## config.mk

```make
export PLATFORM = sky130hd
export DESIGN_NAME = sdinit_seq
export DESIGN_NICKNAME = d
export VERILOG_FILES = /design/src/rtl/sdinit_pkg.sv /design/src/rtl/sdinit_timer.sv /design/src/rtl/sdinit_bank_pick.sv /design/src/rtl/sdinit_cmd_fmt.sv /design/src/rtl/sdinit_seq.sv
export SDC_FILE = /design/constraint.sdc
export NUM_CORES = 1
export LEC_CHECK = 0
export BUFFER_PORTS_ARGS = -buffer_cell sky130_fd_sc_hd__buf_2
export CAP_MARGIN = 40
export CORE_UTILIZATION = 45
export CTS_BUF_LIST = sky130_fd_sc_hd__clkbuf_8
export DETAILED_ROUTE_END_ITERATION = 8
export HOLD_SLACK_MARGIN = 0.05
export PLACE_DENSITY = 0.82
export SETUP_SLACK_MARGIN = 0.5
export SLEW_MARGIN = 15
export SYNTH_ARGS = -nofsm -noshare
export SYNTH_HDL_FRONTEND = slang
export SYNTH_SLANG_ARGS = --single-unit
export TNS_END_PERCENT = 10
```

## constraint.sdc

```tcl
create_clock -name clk -period 4.19 [get_ports clk]
set_clock_uncertainty 0.05 [all_clocks]
set_input_delay 0.419 -clock clk [delete_from_list [all_inputs] [get_ports clk]]
set_output_delay 0.419 -clock clk [all_outputs]
set_load 0.02 [all_outputs]
```

## src/rtl/sdinit_pkg.sv

```systemverilog
package sdinit_pkg;

  localparam int NUM_BANKS = 2;

  typedef enum logic [2:0] {
    ST_IDLE  = 3'd0,
    ST_PICK  = 3'd1,
    ST_ISSUE = 3'd2,
    ST_WAIT  = 3'd3,
    ST_POLL  = 3'd4,
    ST_RTMR  = 3'd5,
    ST_DONE  = 3'd6
  } seq_state_t;

  typedef enum logic [2:0] {
    STEP_CLKON = 3'd0,
    STEP_PRECH = 3'd1,
    STEP_AREF  = 3'd2,
    STEP_MLOAD = 3'd3,
    STEP_NORM  = 3'd4
  } step_t;

  // Command codes decoded by the downstream issuer
  localparam logic [2:0] MODE_NORMAL = 3'd0;
  localparam logic [2:0] MODE_CLKON  = 3'd1;
  localparam logic [2:0] MODE_PRECH  = 3'd2;
  localparam logic [2:0] MODE_AREF   = 3'd3;
  localparam logic [2:0] MODE_MLOAD  = 3'd4;

endpackage

```

## src/rtl/sdinit_timer.sv

```systemverilog
module sdinit_timer #(
  parameter int W = 8
) (
  input  logic         clk,
  input  logic         rst_n,
  input  logic         load,
  input  logic         tick,
  input  logic [W-1:0] load_val,
  output logic         zero
);

  logic [W-1:0] cnt_q;
  logic [W-1:0] cnt_d;

  always_comb begin
    cnt_d = cnt_q;
    if (load) begin
      cnt_d = load_val;
    end else if (tick && (cnt_q != '0)) begin
      cnt_d = cnt_q - W'(1);
    end
  end

  always_ff @(posedge clk or negedge rst_n) begin
    if (!rst_n) begin
      cnt_q <= '0;
    end else begin
      cnt_q <= cnt_d;
    end
  end

  assign zero = (cnt_q == '0);

endmodule

```

## src/rtl/sdinit_bank_pick.sv

```systemverilog
module sdinit_bank_pick #(
  parameter  int NB = 2,
  localparam int IW = (NB > 1) ? $clog2(NB) : 1
) (
  input  logic [NB-1:0] pend,
  output logic          any,
  output logic [IW-1:0] idx,
  output logic [NB-1:0] pend_next
);

  // Lowest pending index wins: scan downward so the last hit is the lowest
  always_comb begin
    idx = '0;
    for (int i = NB - 1; i >= 0; i--) begin
      if (pend[i]) begin
        idx = IW'(i);
      end
    end
    any       = |pend;
    pend_next = pend & ~(NB'(1) << idx);
  end

endmodule

```

## src/rtl/sdinit_cmd_fmt.sv

```systemverilog
module sdinit_cmd_fmt
  import sdinit_pkg::*;
#(
  parameter int CAS_W     = 2,
  parameter int PAY_W     = 13,
  parameter int REP_W     = 4,
  parameter int WAIT_W    = 16,
  parameter int LONG_CYC  = 200,
  parameter int SHORT_CYC = 100
) (
  input  step_t              step,
  input  logic [CAS_W-1:0]   cas,
  output logic [2:0]         mode,
  output logic [REP_W-1:0]   rep,
  output logic [PAY_W-1:0]   payload,
  output logic [WAIT_W-1:0]  wait_cyc
);

  localparam int BURST_CODE  = 0;
  localparam int CAS_POS     = 4;
  localparam int AREF_REPEAT = 7;

  always_comb begin
    mode     = MODE_NORMAL;
    rep      = '0;
    payload  = '0;
    wait_cyc = '0;
    case (step)
      STEP_CLKON: begin
        mode     = MODE_CLKON;
        wait_cyc = WAIT_W'(LONG_CYC);
      end
      STEP_PRECH: begin
        mode     = MODE_PRECH;
        wait_cyc = WAIT_W'(SHORT_CYC);
      end
      STEP_AREF: begin
        mode     = MODE_AREF;
        rep      = REP_W'(AREF_REPEAT);
        wait_cyc = WAIT_W'(SHORT_CYC);
      end
      STEP_MLOAD: begin
        mode     = MODE_MLOAD;
        payload  = (PAY_W'(cas) << CAS_POS) | PAY_W'(BURST_CODE);
        wait_cyc = WAIT_W'(SHORT_CYC);
      end
      default: begin
        mode     = MODE_NORMAL;
        wait_cyc = '0;
      end
    endcase
  end

endmodule

```

## src/rtl/sdinit_seq.sv

```systemverilog
module sdinit_seq
  import sdinit_pkg::*;
#(
  parameter int CLK_PER_US = 100,
  parameter int LONG_US    = 200,
  parameter int SHORT_US   = 100,
  parameter int CAS_W      = 2,
  parameter int REF_W      = 14,
  parameter int PAY_W      = 13,
  parameter int REP_W      = 4
) (
  input  logic                    clk,
  input  logic                    rst_n,
  input  logic                    start,
  input  logic [1:0]              bank_en,
  input  logic [2*CAS_W-1:0]      cas_lat,
  input  logic [2*REF_W-1:0]      refresh_cnt,
  input  logic                    cmd_busy,
  output logic                    cmd_valid,
  output logic [2:0]              cmd_mode,
  output logic [1:0]              cmd_target,
  output logic [REP_W-1:0]        cmd_repeat,
  output logic [PAY_W-1:0]        cmd_payload,
  output logic                    rtimer_wr,
  output logic [REF_W:0]          rtimer_data,
  output logic                    ctrl_en,
  output logic                    done
);

  localparam int NB        = NUM_BANKS;
  localparam int IW        = (NB > 1) ? $clog2(NB) : 1;
  localparam int LONG_CYC  = CLK_PER_US * LONG_US;
  localparam int SHORT_CYC = CLK_PER_US * SHORT_US;
  localparam int WAIT_W    = $clog2(LONG_CYC + 1);

  // Reset: asserted asynchronously, released on the clock
  logic [1:0] rst_sync_q;
  logic       rst_i_n;

  always_ff @(posedge clk or negedge rst_n) begin
    if (!rst_n) begin
      rst_sync_q <= 2'b00;
    end else begin
      rst_sync_q <= {rst_sync_q[0], 1'b1};
    end
  end

  assign rst_i_n = rst_sync_q[1];

  // State
  seq_state_t     state_q, state_d;
  step_t          step_q, step_d;
  logic [IW-1:0]  bank_q, bank_d;
  logic [NB-1:0]  pend_q, pend_d;
  logic           en_q, en_d;

  // Helpers
  logic               pick_any;
  logic [IW-1:0]      pick_idx;
  logic [NB-1:0]      pick_next;
  logic               tmr_load;
  logic               tmr_tick;
  logic               tmr_zero;
  logic [WAIT_W-1:0]  fmt_wait;
  logic [2:0]         fmt_mode;
  logic [REP_W-1:0]   fmt_rep;
  logic [PAY_W-1:0]   fmt_pay;
  logic [CAS_W-1:0]   cas_sel;
  logic [REF_W-1:0]   ref_sel;

  sdinit_bank_pick #(.NB(NB)) u_pick (
    .pend      (pend_q),
    .any       (pick_any),
    .idx       (pick_idx),
    .pend_next (pick_next)
  );

  sdinit_timer #(.W(WAIT_W)) u_timer (
    .clk      (clk),
    .rst_n    (rst_i_n),
    .load     (tmr_load),
    .tick     (tmr_tick),
    .load_val (fmt_wait),
    .zero     (tmr_zero)
  );

  sdinit_cmd_fmt #(
    .CAS_W     (CAS_W),
    .PAY_W     (PAY_W),
    .REP_W     (REP_W),
    .WAIT_W    (WAIT_W),
    .LONG_CYC  (LONG_CYC),
    .SHORT_CYC (SHORT_CYC)
  ) u_fmt (
    .step     (step_q),
    .cas      (cas_sel),
    .mode     (fmt_mode),
    .rep      (fmt_rep),
    .payload  (fmt_pay),
    .wait_cyc (fmt_wait)
  );

  assign cas_sel = cas_lat[int'(bank_q)*CAS_W +: CAS_W];
  assign ref_sel = refresh_cnt[int'(bank_q)*REF_W +: REF_W];

  // Next-state logic
  always_comb begin
    state_d  = state_q;
    step_d   = step_q;
    bank_d   = bank_q;
    pend_d   = pend_q;
    en_d     = en_q;
    tmr_load = 1'b0;
    tmr_tick = 1'b0;
    case (state_q)
      ST_IDLE: begin
        if (start) begin
          pend_d  = bank_en;
          en_d    = 1'b0;
          state_d = ST_PICK;
        end
      end
      ST_PICK: begin
        if (pick_any) begin
          bank_d  = pick_idx;
          pend_d  = pick_next;
          step_d  = STEP_CLKON;
          state_d = ST_ISSUE;
        end else begin
          state_d = ST_DONE;
        end
      end
      ST_ISSUE: begin
        tmr_load = 1'b1;
        state_d  = ST_WAIT;
      end
      ST_WAIT: begin
        if (tmr_zero) begin
          state_d = ST_POLL;
        end else begin
          tmr_tick = 1'b1;
        end
      end
      ST_POLL: begin
        if (!cmd_busy) begin
          if (step_q == STEP_NORM) begin
            state_d = ST_RTMR;
          end else begin
            step_d  = step_t'(step_q + 3'd1);
            state_d = ST_ISSUE;
          end
        end
      end
      ST_RTMR: begin
        state_d = ST_PICK;
      end
      ST_DONE: begin
        en_d    = 1'b1;
        state_d = ST_IDLE;
      end
      default: begin
        state_d = ST_IDLE;
      end
    endcase
  end

  // Registers
  always_ff @(posedge clk or negedge rst_i_n) begin
    if (!rst_i_n) begin
      state_q <= ST_IDLE;
      step_q  <= STEP_CLKON;
      bank_q  <= '0;
      pend_q  <= '0;
      en_q    <= 1'b0;
    end else begin
      state_q <= state_d;
      step_q  <= step_d;
      bank_q  <= bank_d;
      pend_q  <= pend_d;
      en_q    <= en_d;
    end
  end

  // Outputs
  always_comb begin
    cmd_valid   = (state_q == ST_ISSUE);
    cmd_mode    = cmd_valid ? fmt_mode : MODE_NORMAL;
    cmd_target  = cmd_valid ? (2'b01 << bank_q) : 2'b00;
    cmd_repeat  = cmd_valid ? fmt_rep : '0;
    cmd_payload = cmd_valid ? fmt_pay : '0;
    rtimer_wr   = (state_q == ST_RTMR);
    rtimer_data = rtimer_wr ? {ref_sel, 1'b0} : '0;
    done        = (state_q == ST_DONE);
    ctrl_en     = en_q;
  end

endmodule

```

==> results of run 1 <==
-- final cells by class --
type / instances / share of cell area, %
repair buffers: 68 / 16.2
clock inverters: 1 / 0.161
inverters: 13 / 2.10
flip-flops and latches: 27 / 29.0
multi-input cells: 179 / 48.0
well taps: 50 / 2.69
clock buffers: 3 / 1.77
-- path summary, 6_finish.rpt --
check                                                  start  cells past startpoint                             to  slack, ns
worst min register to register       rst_sync_q[1]$_DFF_PN0_                      0          step_q[2]$_DFFE_PN0P_       0.17
worst max register to register  u_timer.cnt_q[0]$_DFFE_PN0P_                      6   u_timer.cnt_q[8]$_DFFE_PN0P_       1.85
max in group asynchronous            rst_sync_q[1]$_DFF_PN0_                      1  u_timer.cnt_q[13]$_DFFE_PN0P_       3.47
min in group clk                     rst_sync_q[0]$_DFF_PN0_                      0        rst_sync_q[1]$_DFF_PN0_       0.31
worst max-delay path                  state_q[2]$_DFFE_PN0P_                      5                 cmd_payload[4]       1.41
worst min-delay path                 rst_sync_q[1]$_DFF_PN0_                      0          step_q[2]$_DFFE_PN0P_       0.17
-- cells by family (layout without fill, tap and decap cells) --
logic type	after synthesis	count (layout)	share of synthesized area, %
AOI/OAI and AO/OA	50	50	15.9
xor gates and xnor gates	1	1	0.448
adders and majority gates	6	6	3.84
buffers and inverters	39	85	10.5
DFF	27	27	34.6
muxes	20	20	10.3
other	2	14	0.384
and+or+nand+nor	88	88	24.0
-- registers in the layout, indices dropped and copies added (netlist names) --
| signal | cells |
|---|---|
| u_timer.cnt_q | 15 |
| ctrl_en | 1 |
| step_q | 3 |
| state_q | 3 |
| bank_q | 1 |
| pend_q | 2 |
| rst_sync_q | 2 |
-- power breakdown --
group	switching [uW]	internal [uW]
clock	79.3	65.7
sequential	134	355
combinational	438	306
-- per-layer routing --
layer | global-route usage [%] | wire length [um]
met1 | 23.7 | 1940
met2 | 30.0 | 2210
met3 | 3.50 | 174
met4 | 7.03 | 29
met5 | 0 | 0
-- cell usage after synthesis (2+ instances only) --
master	instances
nor2_1	29
dfrtp_1	27
mux2i_1	19
buf_4	15
o21ai_0	15
inv_1	13
a21oi_1	12
nand2_1	9
or3_1	8
clkbuf_1	7
nor3_1	7
a31oi_1	6
ha_1	6
nand3_1	5
nor4_1	5
nand3b_1	4
o311ai_0	4
or4_1	4
nor2b_1	3
o31ai_1	3
and2_1	2
buf_1	2
buf_2	2
conb_1	2
o211ai_1	2
or2_2	2
-- worst reg2reg max path, delay by kind of cell (launching register included) --
kind            cells  cell delay (ns)
fa+ha+maj           1             0.22
compound gates      1             0.16
simple gates        3             1.28
flops               1             0.41
buf+inv             1             0.06
-- per-stage QoR --
stage | utilization [%] | setup WS, ns | instances | hold WS, ns
final | 57.0 | 1.41 | 341 | 0.170
after floorplan | - | 1.77 | 245 | 0.0734
after global routing | 57.0 | 1.27 | 341 | 0.219
after CTS | 56.6 | 1.42 | 340 | 0.198
after detailed placement | 55.3 | 1.74 | 335 | 0.156
after global placement | 54.6 | 1.77 | 334 | 0.155
==> impl_metrics.json, run 1 <==
{
  "synth.area.top_cells": "dfrtp_1, mux2i_1, buf_4, nor2_1, ha_1",
  "synth_cell_types": 46,
  "antenna_found_initial": 0,
  "rsz0062_at_grt": "no",
  "synth-async-reset-ratio_pct": 100,
  "synth_flop_cell": "dfrtp_1",
  "final_cell_mix": "buf_2, nor2_1, dfrtp_1",
  "grt_max_degree": 22,
  "die_area_um2": 4610,
  "fp.coreArea_um2": 4090,
  "routed_via_density": 5.52,
  "finalWeightedCongestion": 0.830,
  "required_ns": 3.72,
  "syn_area_per_cell_um2": 8.39,
  "setup_viol": 0,
  "synth_enable_flop_cells": 0,
  "period_share_pct": 66.4,
  "fin_tns_setup_ns": 0,
  "fin_crit_ns": 2.78,
  "drt_iter0_drc": 123,
  "end_kind": "output pin",
  "ys_ff_latch": 27,
  "ir_drop_mv": 0.371,
  "grt_pass1_vias": 1466,
  "synth_top_area_share_pct": 34.6,
  "nets": 336,
  "cp.arrival_ns": 2.31,
  "post-cts-setup-buffer-count": 0,
  "row_count": 23,
  "root_buffer": "clkbuf_8",
  "fillers": 372,
  "p_total_uw": 1380,
  "path_max_fanout": 15,
  "hp-class": "reg -> async",
  "vias": 1883,
  "netlist_area_um2": 1950,
  "setup.worst_path.class": "reg -> out",
  "multi_input_area_um2": 1120,
  "cts.htree.levels": 1,
  "fmax_mhz": 359,
  "critPathBufInv": 2,
  "drive_above_1_share_pct": 26.5,
  "status": "finished, final reports clean",
  "synthCells": 233,
  "drc": 0,
  "slowest_delay_ns": 0.67,
  "yosys_warnings": 0,
  "drv_cap": 0,
  "gr-usage-all-layers_pct": 18.3,
  "cpMaxStageDelayCell": "or3b_2",
  "wl_per_cell_um": 12.8,
  "io_buffers": 65,
  "cts_tree": "built",
  "wl_mm": 4.35,
  "syn2layout_area_growth_pct": 19.1,
  "leakage_uw": 0.00115,
  "die_h_um": 67.9,
  "diodes": 0,
  "clock-sinks": 27,
  "ioPinCount": 79,
  "ant_nets": 0,
  "worstSetupStartpointType": "flip-flop",
  "cts_resized": 0,
  "yosys.area.top_type": "dfrtp_1",
  "timing_worst_slew_pin_value_ns": 0.582,
  "overflow": 0,
  "clk_pin_slew_ns": 0.09,
  "initial_core_util_pct": 47.8,
  "ff_latch_area_um2": 676,
  "ctsHoldBuffers": 1,
  "cts_made_buffers": 3,
  "drtPass1Iterations": 4,
  "power_density_nw_per_um2": 592,
  "slew_viol_final": 0,
  "die_x_um": 67.9,
  "ys_seq_area_share_pct": 34.6,
  "place_area_um2": 2260,
  "final_common_cell": "buf_2",
  "clockBufferDepth": 2,
  "design_area_um2": 2330,
  "hpwl_mm": 3.30,
  "relSlewSlack_pct": 61.2,
  "insertion_delay_ns": 0.27,
  "path_delay_family": "simple AND/OR/NAND/NOR gates",
  "grt_pass1_wl_mm": 6.43,
  "hold_viol": 0,
  "critical_path.cell_chain": "or3b_2 > inv_1 > nand2_1 > nor2_1 > buf_2"
}
(Power assumes the default switching activity.)
==> run 2, diff against run 1 <==
==> constraint.sdc (replaced) <==
create_clock -name clk -period 2.9 [get_ports clk]
set_clock_uncertainty 0.05 [all_clocks]
set_input_delay 0.29 -clock clk [delete_from_list [all_inputs] [get_ports clk]]
set_output_delay 0.29 -clock clk [all_outputs]
set_load 0.02 [all_outputs]
==> run 2 against run 1 <==
Net effect: utilization up 0.34 points; setup slack lost 0.81 ns; clock power increased by 45%; combinational power increased by 45%; via count fell by 2.9%; first-iteration DRC count increased by 2.4%; sequential power increased by 50%; register-to-register slack got worse by 1.1 ns; total power rose by 46%; largest cell class unchanged.
==> impl_metrics.json, run 2 (synthesis gave the netlist of run 1 again) <==
{
  "die_h_um": 67.9,
  "io_buffers": 65,
  "period_share_pct": 79.5,
  "required_ns": 2.56,
  "gr-usage-all-layers_pct": 18.6,
  "path_delay_family": "simple AND/OR/NAND/NOR gates",
  "cts_tree": "built",
  "post-cts-setup-buffer-count": 0,
  "timing_worst_slew_pin_value_ns": 0.537,
  "final_cell_mix": "buf_2, nor2_1, dfrtp_1",
  "largest_reg_flops": 15,
  "insertion_delay_ns": 0.27,
  "clockBufferDepth": 2,
  "final_common_cell": "buf_2",
  "setup_viol": 0,
  "slew_viol_final": 0,
  "rsz0062_at_grt": "yes",
  "die_area_um2": 4610,
  "routed_via_density": 5.35,
  "ir_drop_mv": 0.573,
  "p_sw_share_pct": 47.2,
  "hpwl_mm": 3.28,
  "worstSetupStartpointType": "flip-flop",
  "cp.arrival_ns": 1.96,
  "power_density_nw_per_um2": 862,
  "drtPass1Iterations": 4,
  "relSlewSlack_pct": 64.1,
  "hold_ws_ns": 0.123,
  "ioPinCount": 79,
  "vias": 1829,
  "path_max_fanout": 15,
  "final_util_pct": 57.3,
  "drc": 0,
  "critPathBufInv": 2,
  "cts_made_buffers": 3,
  "seq_power_share_pct": 36.3,
  "p_clk_share_pct": 10.4,
  "status": "finished, final reports clean",
  "syn2layout_area_growth_pct": 19.8,
  "cts.htree.levels": 1,
  "fin_crit_ns": 2.30,
  "top_regs": "u_timer.cnt_q: 15 flops, state_q: 3 flops, step_q: 3 flops",
  "wl_mm": 4.39,
  "leakage_uw": 0.00114,
  "root_buffer": "clkbuf_8",
  "clk_pin_slew_ns": 0.09,
  "initial_core_util_pct": 47.8,
  "overflow": 0,
  "setup.worst_path.class": "reg -> out",
  "antenna_found_initial": 0,
  "fp.coreArea_um2": 4090,
  "fmax_mhz": 434,
  "hold_viol": 0,
  "slowest_delay_ns": 0.53,
  "top_register": "u_timer.cnt_q",
  "critical_path.cell_chain": "or3b_4 > clkinvlp_4 > and3_1 > buf_2",
  "row_count": 23,
  "grt_pass1_wl_mm": 6.50,
  "cpMaxStageDelayCell": "dfrtp_1",
  "grt_pass1_vias": 1458,
  "ant_nets": 0,
  "grt_max_degree": 22,
  "nets": 337,
  "finalWeightedCongestion": 0.858,
  "diodes": 0,
  "wl_per_cell_um": 12.8,
  "drt_iter0_drc": 126,
  "r2r_slack_ns": 0.74,
  "power_switching_uw": 953,
  "die_x_um": 67.9,
  "drv_cap": 0,
  "p_comb_share_pct": 53.3,
  "end_kind": "output pin",
  "drive_above_1_share_pct": 28.1,
  "hp-class": "reg -> async",
  "clock-sinks": 27,
  "p_int_uw": 1070,
  "fin_tns_setup_ns": 0
}
## run 2: cell count changes in the layout (fill, tap and decap cells not counted)
cell	before	now
clkinvlp_4	0	1
or3b_2	1	0
and4_2	0	1
buf_6	0	1
and4_1	1	0
buf_8	1	0
or3b_4	0	1
dfrtp_2	0	2
dfrtp_1	27	25
inv_1	14	13
buf_4	0	1
## run 2: power groups by stage
stage | Sequential, uW | Combinational [uW] | Clock [uW]
after CTS | 749 | 1030 | 215
after detailed placement | 755 | 1010 | 0
after global placement | 754 | 993 | 0
final | 732 | 1080 | 210
after floorplan | 629 | 887 | 0
after global routing | 760 | 1200 | 238
## run 2: worst reg2reg max path, delay by kind of cell, from the launching register on
family | cells | cell delay [ns]
AOI/OAI and AO/OA | 1 | 0.18
adders and majority gates | 1 | 0.24
DFF | 1 | 0.38
buffers and inverters | 1 | 0.05
and+or+nand+nor | 3 | 1.18
## run 2: final cells by class
type	instances	area, um^2
Clock inverter	1	3.75
Fill cell	371	1740
Timing Repair Buffer	69	382
Inverter	13	52.6
Clock buffer	3	41.3
Tap cell	50	62.6
Sequential cell	27	678
Multi-Input combinational cell	179	1120
## run 2: stage by stage
step                instances  power (uW)  area (um^2)  setup slack, ns
finish                    342        2020         2340            0.596
global route              342        2200         2340            0.469
CTS                       341        2000         2330            0.580
detailed placement        336        1770         2270            0.585
global placement          335        1750         2240            0.614
floorplan                 245        1520         2000            0.610
## run 2: metal layers
layer  share of wire [%]  global-route usage [%]  vias up
li1                    -                       -      928
met1                  45                    24.0      857
met2                  51                    30.7       40
met3                 3.4                    4.00        4
met4                0.75                    6.51        0
met5                   0                       0        -
## run 2: worst paths after layout
kind,from,depth (start not counted),end
hold reg to reg,rst_sync_q[1]$_DFF_PN0_,0,pend_q[1]$_DFFE_PN0P_
setup / recovery,state_q[1]$_DFFE_PN0P_,4,cmd_repeat[1]
setup reg to reg,u_timer.cnt_q[0]$_DFFE_PN0P_,6,u_timer.cnt_q[9]$_DFFE_PN0P_
min in group clk,bank_en[0],4,pend_q[0]$_DFFE_PN0P_
hold / removal,rst_sync_q[1]$_DFF_PN0_,0,pend_q[1]$_DFFE_PN0P_
max in group asynchronous,rst_sync_q[1]$_DFF_PN0_,1,state_q[0]$_DFFE_PN0P_
## run 2: timing repair
item                       in CTS  in global routing
hold buffers                    1                  0
setup endpoints to repair       9                  8
hold endpoints to repair        2                  0
resized for setup               2                  3
